### src/rtl/uart_brk_pkg.sv
package uart_brk_pkg;
    typedef enum logic [2:0] {
        TX_IDLE,
        TX_START,
        TX_DATA,
        TX_STOP,
        TX_BREAK,
        TX_MARK
    } tx_state_e;
endpackage

### src/rtl/txq_fifo.sv
module txq_fifo #(
    parameter int W     = 8,
    parameter int DEPTH = 4
) (
    input  logic         clk,
    input  logic         rst_n,
    input  logic         push,
    input  logic [W-1:0] din,
    input  logic         pop,
    output logic [W-1:0] dout,
    output logic         empty,
    output logic         full
);
    localparam int AW = (DEPTH > 1) ? $clog2(DEPTH) : 1;
    localparam int CW = $clog2(DEPTH + 1);
    localparam logic [AW-1:0] LAST = AW'(DEPTH - 1);
    localparam logic [CW-1:0] CFULL = CW'(DEPTH);

    logic [W-1:0]  mem [DEPTH];
    logic [AW-1:0] rd_p, wr_p;
    logic [CW-1:0] cnt;

    assign empty = (cnt == '0);
    assign full  = (cnt == CFULL);
    assign dout  = mem[rd_p];

    always_ff @(posedge clk) begin
        if (push) mem[wr_p] <= din;
    end

    always_ff @(posedge clk or negedge rst_n) begin
        if (!rst_n) begin
            rd_p <= '0;
            wr_p <= '0;
            cnt  <= '0;
        end else begin
            if (push) wr_p <= (wr_p == LAST) ? '0 : wr_p + 1'b1;
            if (pop)  rd_p <= (rd_p == LAST) ? '0 : rd_p + 1'b1;
            unique case ({push, pop})
                2'b10:   cnt <= cnt + 1'b1;
                2'b01:   cnt <= cnt - 1'b1;
                default: cnt <= cnt;
            endcase
        end
    end


    fifo_no_overflow_chk: assert property (@(posedge clk) disable iff (!rst_n)
        push |-> !full);

    fifo_no_underflow_chk: assert property (@(posedge clk) disable iff (!rst_n)
        pop |-> !empty);
endmodule

### src/rtl/tx_flow_req.sv
module tx_flow_req (
    input  logic clk,
    input  logic rst_n,
    input  logic on_req,
    input  logic off_req,
    input  logic take,
    output logic pend,
    output logic sel_off
);
    always_ff @(posedge clk or negedge rst_n) begin
        if (!rst_n) begin
            pend    <= 1'b0;
            sel_off <= 1'b0;
        end else begin
            if (on_req || off_req) pend <= 1'b1;
            else if (take)         pend <= 1'b0;
            if (off_req)     sel_off <= 1'b1;
            else if (on_req) sel_off <= 1'b0;
        end
    end


    flow_take_pending_chk: assert property (@(posedge clk) disable iff (!rst_n)
        take |-> pend);
endmodule

### src/rtl/uart_brk_tx.sv
module uart_brk_tx
    import uart_brk_pkg::*;
#(
    parameter int DW    = 8,
    parameter int DEPTH = 4
) (
    input  logic          clk,
    input  logic          rst_n,
    input  logic          tx_en,
    input  logic          push_valid,
    input  logic [DW-1:0] push_data,
    input  logic          xon_req,
    input  logic          xoff_req,
    input  logic [DW-1:0] xon_char,
    input  logic [DW-1:0] xoff_char,
    input  logic          brk_start,
    input  logic          brk_stop,
    input  logic          bit_tick,
    output logic          txd,
    output logic          tx_rdy,
    output logic          tx_emt
);
    localparam int BW = (DW > 1) ? $clog2(DW) : 1;
    localparam logic [BW-1:0] BLAST = BW'(DW - 1);

    tx_state_e     st, st_nx;
    logic [DW-1:0] sh, sh_nx;
    logic [BW-1:0] bidx, bidx_nx;
    logic          brk_pend;
    logic          q_empty, q_full, q_pop, q_push;
    logic [DW-1:0] q_dout;
    logic          fl_pend, fl_off, fl_take;
    logic          do_launch;

    assign q_push = push_valid && tx_rdy;

    txq_fifo #(.W(DW), .DEPTH(DEPTH)) u_q (
        .clk(clk), .rst_n(rst_n), .push(q_push), .din(push_data),
        .pop(q_pop), .dout(q_dout), .empty(q_empty), .full(q_full)
    );

    tx_flow_req u_flow (
        .clk(clk), .rst_n(rst_n), .on_req(xon_req), .off_req(xoff_req),
        .take(fl_take), .pend(fl_pend), .sel_off(fl_off)
    );

    always_ff @(posedge clk or negedge rst_n) begin
        if (!rst_n)                  brk_pend <= 1'b0;
        else if (brk_stop)           brk_pend <= 1'b0;
        else if (brk_start && tx_en) brk_pend <= 1'b1;
    end

    // state register
    always_ff @(posedge clk or negedge rst_n) begin
        if (!rst_n) begin
            st   <= TX_IDLE;
            sh   <= '0;
            bidx <= '0;
        end else begin
            st   <= st_nx;
            sh   <= sh_nx;
            bidx <= bidx_nx;
        end
    end

    // next-state logic
    always_comb begin
        st_nx     = st;
        sh_nx     = sh;
        bidx_nx   = bidx;
        q_pop     = 1'b0;
        fl_take   = 1'b0;
        do_launch = 1'b0;
        unique case (st)
            TX_IDLE, TX_STOP, TX_MARK: do_launch = bit_tick;
            TX_START: if (bit_tick) begin
                st_nx   = TX_DATA;
                bidx_nx = '0;
            end
            TX_DATA: if (bit_tick) begin
                sh_nx = sh >> 1;
                if (bidx == BLAST) st_nx = TX_STOP;
                else bidx_nx = bidx + 1'b1;
            end
            TX_BREAK: if (bit_tick && !brk_pend) st_nx = TX_MARK;
            default: st_nx = TX_IDLE;
        endcase
        if (do_launch) begin
            if (fl_pend) begin
                st_nx   = TX_START;
                sh_nx   = fl_off ? xoff_char : xon_char;
                fl_take = 1'b1;
            end else if (!q_empty) begin
                st_nx = TX_START;
                sh_nx = q_dout;
                q_pop = 1'b1;
            end else if (brk_pend && tx_en) begin
                st_nx = TX_BREAK;
            end else begin
                st_nx = TX_IDLE;
            end
        end
    end

    // outputs
    always_comb begin
        unique case (st)
            TX_START, TX_BREAK: txd = 1'b0;
            TX_DATA:            txd = sh[0];
            default:            txd = 1'b1;
        endcase
        tx_rdy = tx_en && !q_full;
        tx_emt = tx_en && q_empty && !fl_pend && (st == TX_IDLE);
    end


    rdy_needs_en_chk: assert property (@(posedge clk) disable iff (!rst_n)
        tx_rdy |-> tx_en);

    emt_line_high_chk: assert property (@(posedge clk) disable iff (!rst_n)
        tx_emt |-> txd);

    frame_on_tick_chk: assert property (@(posedge clk) disable iff (!rst_n)
        (st == TX_START && $past(st) != TX_START) |-> $past(bit_tick));

    brk_after_drain_chk: assert property (@(posedge clk) disable iff (!rst_n)
        (st == TX_BREAK && $past(st) != TX_BREAK) |-> ($past(q_empty) && !$past(fl_pend)));

    brk_exit_mark_chk: assert property (@(posedge clk) disable iff (!rst_n)
        ($past(st) == TX_BREAK && st != TX_BREAK) |-> st == TX_MARK);
endmodule

### config.mk
export PLATFORM = sky130hd
export DESIGN_NAME = uart_brk_tx
export DESIGN_NICKNAME = d
export VERILOG_FILES = /design/src/rtl/uart_brk_pkg.sv /design/src/rtl/txq_fifo.sv /design/src/rtl/tx_flow_req.sv /design/src/rtl/uart_brk_tx.sv
export SDC_FILE = /design/constraint.sdc
export NUM_CORES = 1
export LEC_CHECK = 0
export ABC_AREA = 1
export BUFFER_PORTS_ARGS = -buffer_cell sky130_fd_sc_hd__buf_2
export CAP_MARGIN = 20
export CORE_ASPECT_RATIO = 0.9
export CORE_UTILIZATION = 30
export CTS_CLUSTER_DIAMETER = 60
export CTS_CLUSTER_SIZE = 8
export DETAILED_ROUTE_END_ITERATION = 10
export PLACE_DENSITY = 0.59
export RECOVER_POWER = 25
export SETUP_SLACK_MARGIN = 0.3
export SYNTH_ARGS = -nofsm -noshare
export SYNTH_HDL_FRONTEND = slang
export SYNTH_SLANG_ARGS = --single-unit
### constraint.sdc
create_clock -name clk -period 2.2 [get_ports clk]
set_input_delay 0.44 -clock clk [delete_from_list [all_inputs] [get_ports clk]]
set_output_delay 0.44 -clock clk [all_outputs]
set_load 0.005 [all_outputs]
### Word level (Yosys, flattened, before mapping)

Memories as Yosys holds them, arrays and structs flattened.
Index checks and enable logic that the tools add are counted.

* flip-flop bits (word level): 24
* bits in latches: 0
* bits in writable memories: 32
* memory bits (read-only): 0
* logic and storage cells: 94
* memories: 1

* add/sub/neg operators: 5
* $mul: 0
* divide/modulo/power cells: 0
* $lt $le $gt $ge: 0
* eq/ne operators: 19
* shift-type cells: 0
* mux-type cells: 37
* bitwise logic cells: 0
* reduce and logical (&&, ||, !) cells: 23

Memory list
* u_q.mem: words 4, bits a word 8, rd ports 1, clocked after memory_dff 0, write ports 1, line txq_fifo.sv:19 `logic [W-1:0] mem [DEPTH];`

Operators with widths (number)
* 8-bit two-way mux: 6
* 3-bit two-way mux: 11
* 1-bit two-way mux: 14
* 3-bit equality test (second input constant): 4
* 3-bit != test (second input constant): 4
* 3-bit one-hot mux with 2 select lines: 2
* 3-bit one-hot mux with 4 select lines: 1
* 2-bit nonzero test: 5
* 1-bit logical AND: 8
* 2-bit != test (second input constant): 4
* 3-bit by 1-bit adder with 3-bit output (second input constant): 2
* 2-bit equality test (second input constant): 3
* 3-bit by 2-bit equality test with 1-bit output (second input constant): 2
* 3-bit logical NOT: 2
* 5-bit AND reduction: 1
* 2-bit by 1-bit adder with 2-bit output (second input constant): 2
* 2-bit two-way mux: 2
* 4-bit AND reduction: 1
* 3-bit by 1-bit equality test with 1-bit output (second input constant): 1
* 1-bit logical NOT: 3
* 3-bit OR reduction: 1
* 3-bit by 1-bit subtractor with 3-bit output (second input constant): 1
* 2-bit by 1-bit equality test with 1-bit output (second input constant): 1
* 1-bit one-hot mux with 2 select lines: 1
* other kinds (2): 2

### Logic depth before layout (Yosys ltp)

Gate-level depths: netlist of run 1.

* word-level depth: 6
* depth in mapped cells: 13
* mapped depth without buffers: 13

### By module

Synthesis of run 1 repeated with hierarchy kept, for this count alone.

* cell total of the unflattened synthesis: 306
* area, all modules: 2907.8 um2

Modules (own cells, without submodules)
* txq_fifo: times used 1, cells an instance 146, area each 1712.9 um2, sequential area each 1136.1 um2
* uart_brk_tx: times used 1, cells an instance 150, area each 1114.8 um2, sequential area each 375.4 um2
* tx_flow_req: times used 1, cells an instance 10, area each 80.1 um2, sequential area each 50.0 um2

### Worst setup path after synthesis of run 1

No wires, ideal clock.

* path type: reg-to-reg
* from: register st[1]
* to: register u_q.cnt[2]
* library setup time: 131 ps
* arrival time: 1888 ps
* data required time: 2069 ps
* slack: 182 ps
* stages on the path, launching flop included: 14
* buffers on the path: 0
* clock period less this slack: 2018 ps
* path through: dfrtp_1 > inv_1 > nand2_1 > nand2_1 > nand2_1 > nand2_2 > nand2_2 > nor2_4 > ha_1 > inv_1 > fa_1 > a21oi_1 > o21ai_0 > xor2_1

* cells in the longest elaborated chain, start to end: 6
* elaborated cells on any way between the ends: 10
* classes of those cells: eq/ne (4); mux (3); reduce/logical (3)

Ends and longest elaborated chain
* start: declaration: line uart_brk_tx.sv:26 `tx_state_e st, st_nx;`
* start signal: assignment: line uart_brk_tx.sv:60 `st <= st_nx;`
* 3-bit by 2-bit equality test with 1-bit output, or another cell as far along: line uart_brk_tx.sv:74 `unique case (st)`
* 3-bit OR reduction *: line uart_brk_tx.sv:74
* 1-bit two-way mux *: line uart_brk_tx.sv:74
* 1-bit two-way mux *: line uart_brk_tx.sv:88 `if (do_launch) begin`
* named net q_pop: line uart_brk_tx.sv:30 `logic q_empty, q_full, q_pop, q_push;`
* 2-bit by 1-bit equality test with 1-bit output / 2-bit equality test (equally long branches): line txq_fifo.sv:39 `unique case ({push, pop})`
* 3-bit one-hot mux with 2 select lines / 2-bit nonzero test (equally long branches)
* end signal: assignment: line txq_fifo.sv:40 `2'b10: cnt <= cnt + 1'b1;`
* end signal: assignment: line txq_fifo.sv:41 `2'b01: cnt <= cnt - 1'b1;`
* end signal: assignment: line txq_fifo.sv:42 `default: cnt <= cnt;`
* end: declaration: line txq_fifo.sv:21 `logic [CW-1:0] cnt;`

The timed path passes the listed nets; every way through them passes the cells marked *.
A chain may end at the register's enable or synchronous reset.

### Final worst setup path of run 1

Ends and elaborated chain as after synthesis.

==> metrics, run 1 <==
Max-Cap Viols 0; clock buffer depth 2; Die ar. 0.009814 mm^2; final worst path period share 89.24%; total number of vias 2133; antenna violations before repair 0; Pre-antenna DRT Iters 4; Syn Nets 360; Syn Area/Cell 8.888 um^2; antenna-violating nets left 0; nets 411; Synth Register Bits 56; final setup fails 0; Hold Slack 0.1090 ns; Synth top area share 34.00%; Syn Std Cell Area 0.002826 mm^2; IO Count 36; Ant. Diodes 0; crit-path max FO 5; CP Data Required Time 2.41 ns; GPL Wtd Cong 0.7415; TritonCTS Buffers 5; Cell variety after synth 31; Final HPWL DP 4360 um; clk sinks 56; share of cells above drive strength 1 23.24%; RSZ-0062 raised after global routing true; Core Rows 33; # H-tree levels 2; total global routing overflow 0; Critical Path AT 2.17 ns; most frequent cells in the layout nand2_1 (93), nor2_1 (59), edfxtp_1 (32); Power Dens Cells 1059 mW/mm^2; Worst setup SP type flop; Critical Path Max Stage Delay 0.46 ns; Tot Pwr 3.541 mW; vias per cell 4.335; commonest non-fill, non-tap cell in the layout nand2_1; top post-synthesis cells by area edfxtp_1 (34%), dfrtp_1 (21%), nand2_1 (12%), nor2_1 (8.1%), ha_1 (3.5%); CTS tree yes; Clock Skew 0.006674 ns; worst path cell trace inv_2 > nand2_2 > nand2_1 > nand2_1 > nand2_2 > nand2_4 > nor2_4 > ha_2 > inv_2 > fa_2 > a21oi_2 > o21ai_2 > xor2_1; Routed Wire Length 5979 um; area grow syn2layout 18.28%; Clk pin slew, worst setup/hold paths 0.11 ns; Min-Delay Path Class in2async; Fin Setup TNS 0 ns; Yosys top cell by area edfxtp_1; clock root cell clkbuf_8; post-synthesis sequential area ratio 55.25%; Port Buffers 35; minimum clock period 1.963 ns; Yosys warning count 0; Die Width 104.3 um; Mapped Cells 318; fin. max-slew vios 0; Crit. End Element flop; routed length per instance 12.15 um; critical path class reg2reg; core footprint 0.009125 mm^2; Hold Fails Final Rpt 0; maximum number of pins on one net before global-route repair 25; Die Y-Extent 94.09 um; Initial Util 30.97%; vias in the first global route 2025; clock latency on the worst-skew pair 0.31 ns; FMAX 509.3 MHz; global-route wire length before repair 9853 um; Detailed Route Iter0 Violations 81; Slowest-stage cell, CP dfrtp_2; Rel. slew slack 61.79%; maximum vdd drop 0.3939 mV; GRT Util Overall 13.02%; DRC violations left 0; placed inst area 0.003177 mm^2; Final Cell Area 0.003343 mm^2; P_leak 1.503 nW; run status finished clean; Worst-Margin Slew 0.5732 ns
## worst max-delay path: cells and delay by family (launching register included)
kind                       cells  cell delay, ns
adders and majority gates      2            0.52
AOI/OAI and AO/OA              2            0.21
DFF                            1            0.46
xor gates and xnor gates       1            0.13
and+or+nand+nor                6            0.41
buffers and inverters          2            0.13
## synthesized netlist by cell type, drive strengths merged
| master | number |
|---|---|
| ha | 8 |
| nand3 | 7 |
| o21ai | 33 |
| xnor2 | 1 |
| buf | 5 |
| nor3 | 2 |
| or2 | 1 |
| xor2 | 1 |
| o21bai | 1 |
| nand2 | 100 |
| a21oi | 8 |
| fa | 1 |
| clkbuf | 1 |
| inv | 25 |
| nor2 | 65 |
| nand3b | 2 |
| clkinv | 1 |
| edfxtp | 32 |
| dfrtp | 24 |
## stage by stage
step	worst slack [ns]	std cells	utilization, %
CTS	0.2092	488	36.20
global placement	0.1506	477	34.81
detailed placement	0.09342	477	34.81
global route	0.1043	492	36.64
floorplan	0.2450	318	-
finish	0.2366	492	36.64
## what timing repair did
action / CTS / global route
hold buffers: 0 / 0
pin swaps: 4 / 3
setup buffers: 3 / 4
resized for setup: 2 / 10
setup endpoints to repair: 3 / 4
## routing by layer
layer | track usage [%] | wire length, um | vias to the layer above
met5 | 0 | 0 | -
met4 | 4.405 | 78 | 0
met2 | 20.58 | 2549 | 52
met1 | 17.66 | 3009 | 954
li1 | - | - | 1121
met3 | 2.774 | 342 | 6
## final cells by class
class | instances | area, um^2
sequential | 56 | 1564
clock inverter | 3 | 27.53
clock buffer | 5 | 68.82
tap | 122 | 152.6
fill | 950 | 5782
multi-input combinational | 230 | 1155
inverter | 26 | 97.59
timing repair buffer | 50 | 277.8
## path summary, 6_finish.rpt
| path | startpoint | endpoint | slack (ns) | cells after the start |
|---|---|---|---|---|
| setup / recovery | st[1] | u_q.cnt[2] | 0.24 | 13 |
| hold / removal | rst_n | u_flow.sel_off | 0.11 | 1 |
| setup reg to reg | st[1] | u_q.cnt[2] | 0.24 | 13 |
| hold reg to reg | bidx[2] | bidx[2] | 0.49 | 2 |
| max in group asynchronous | rst_n | st[0] | 1.68 | 1 |
| min in group clk | brk_stop | brk_pend | 0.27 | 2 |
## sequential cells by signal, summed over array words and instances (netlist names)
name,flops
u_q.cnt,3
bidx,3
u_q.rd_p,2
u_flow.pend,1
u_q.wr_p,2
brk_pend,1
sh,8
u_flow.sel_off,1
st,3
u_q.mem,32
## report_power, final
part           internal [mW]  switching [mW]
registers               1.35           0.172
logic                  0.555           0.878
clock network          0.235           0.355
## logic make-up (layout without fill, tap and decap cells)
group,after synthesis,after routing,synth area share (%)
AO/OA/AOI/OAI,42,42,7.924
XOR/XNOR,2,2,0.6199
buffers and inverters,32,84,4.913
adder cells (fa/ha/maj),9,9,4.250
flip-flops,56,56,55.25
AND/OR/NAND/NOR,177,177,27.05
Note: power is estimated with default switching activity, not from simulation.
==> run 2: changes to the inputs <==
Settings changed: GPL_TIMING_DRIVEN set to 0, PLACE_DENSITY 0.59 to 0.47.
==> metrics, run 2 (synthesis results as in run 1) <==
CTS tree yes; final setup fails 0; RSZ-0062 raised after global routing true; family with the most delay on the worst path flip-flops; Routed Wire Length 6222 um; FMAX 511.8 MHz; minimum clock period 1.954 ns; final worst path period share 88.81%; routed length per instance 12.62 um; clk sinks 56; Critical Path Max Stage Delay 0.46 ns; GRT Util Overall 14.06%; run status finished clean; Clk pin slew, worst setup/hold paths 0.12 ns; Crit. End Element output port; total number of vias 2141; Layout Utilization 36.69%; Critical Path AT 1.51 ns; biggest regs u_q.mem: 32 flops, sh: 8 flops; Pre-antenna DRT Iters 4; vias per cell 4.343; clock buffer depth 2; Worst setup SP type flop; reg2reg setup slack 0.26 ns; antenna violations before repair 0; IO Count 36; DRC violations left 0; antenna-violating nets left 0; Final HPWL DP 4352 um; maximum number of pins on one net before global-route repair 25; largest register by flop count u_q.mem; nets 412; critical path class reg2out; Ant. Diodes 0; GPL Wtd Cong 0.7574; worst path cell trace buf_4 > nor3_2 > o21ai_0 > buf_2; maximum vdd drop 0.3540 mV; clock latency on the worst-skew pair 0.32 ns; P_leak 1.511 nW; vias in the first global route 2087; Die Y-Extent 94.09 um; Slowest-stage cell, CP dfrtp_2; clock root cell clkbuf_8; CP Data Required Time 1.76 ns; TritonCTS Buffers 5; share of cells above drive strength 1 23.72%; # H-tree levels 2; Clock Skew 0.01800 ns; area grow syn2layout 18.46%; core footprint 0.009125 mm^2; crit-path max FO 5; global-route wire length before repair 10470 um; Buf/Inv on CP 2; Hold Fails Final Rpt 0; Detailed Route Iter0 Violations 82; Die Width 104.3 um; max reg flops 32; Rel. slew slack 43.83%; Worst-Margin Slew 0.8394 ns; CTS hold repair buffers 0; Die ar. 0.009814 mm^2; Port Buffers 35; most frequent cells in the layout nand2_1 (92), nor2_1 (59), edfxtp_1 (32); Fin Setup TNS 0 ns; fin. max-slew vios 0; Core Rows 33; Max-Cap Viols 0; total global routing overflow 0; Power Dens Cells 1084 mW/mm^2; Initial Util 30.97%; commonest non-fill, non-tap cell in the layout nand2_1; Min-Delay Path Class in2async
-- run 2: repair_timing --
action,in CTS,in global routing
buffers inserted,6,4
resized for setup,10,1
endpoints found under the setup margin,35,28
pin swaps,6,2
cloned,0,0
-- run 2: layout make-up --
cell class                      count  area [um^2]
Timing Repair Buffer               45        241.5
Sequential cell                    56         1564
Buffer                              6        41.29
Inverter                           26        97.59
Clock buffer                        5        68.82
Clock inverter                      3        28.78
Multi-Input combinational cell    230         1154
Fill cell                         940         5777
Tap cell                          122        152.6
-- run 2: stage by stage --
stage | power [mW] | instance area, um^2 | std cells | hold slack [ns] | worst slack [ns]
after floorplan | 2.530 | 2830 | 318 | 0.1444 | 0.2450
after global placement | 2.910 | 3158 | 475 | 0.4623 | 0.1087
after detailed placement | 2.926 | 3158 | 475 | 0.4709 | 0.07872
after CTS | 3.637 | 3323 | 489 | 0.1198 | 0.2198
after global routing | 3.983 | 3348 | 493 | 0.1291 | 0.1155
final | 3.631 | 3348 | 493 | 0.09701 | 0.2462
-- run 2: report_power, final --
part	internal (mW)	leakage (nW)	total, mW	switching [mW]
Combinational	0.587	0.880	1.52	0.931
Sequential	1.35	0.580	1.48	0.134
Clock	0.242	0.0511	0.631	0.389
-- run 2: metal layers --
metal / up-vias / share of wire (%) / track usage (%)
met2: 33 / 45 / 22.74
li1: 1128 / - / -
met5: - / 0 / 0
met4: 0 / 0.79 / 3.571
met3: 4 / 3.6 / 2.774
met1: 976 / 50 / 19.26
-- run 2: path summary, 6_finish.rpt --
check                          from          to  depth (start not counted)
hold reg to reg             bidx[1]     bidx[1]                          2
hold / removal                rst_n       st[0]                          1
setup / recovery              st[1]         txd                          4
min in group clk           brk_stop    brk_pend                          2
setup reg to reg              st[1]  u_q.cnt[2]                         13
max in group asynchronous     rst_n       st[1]                          1
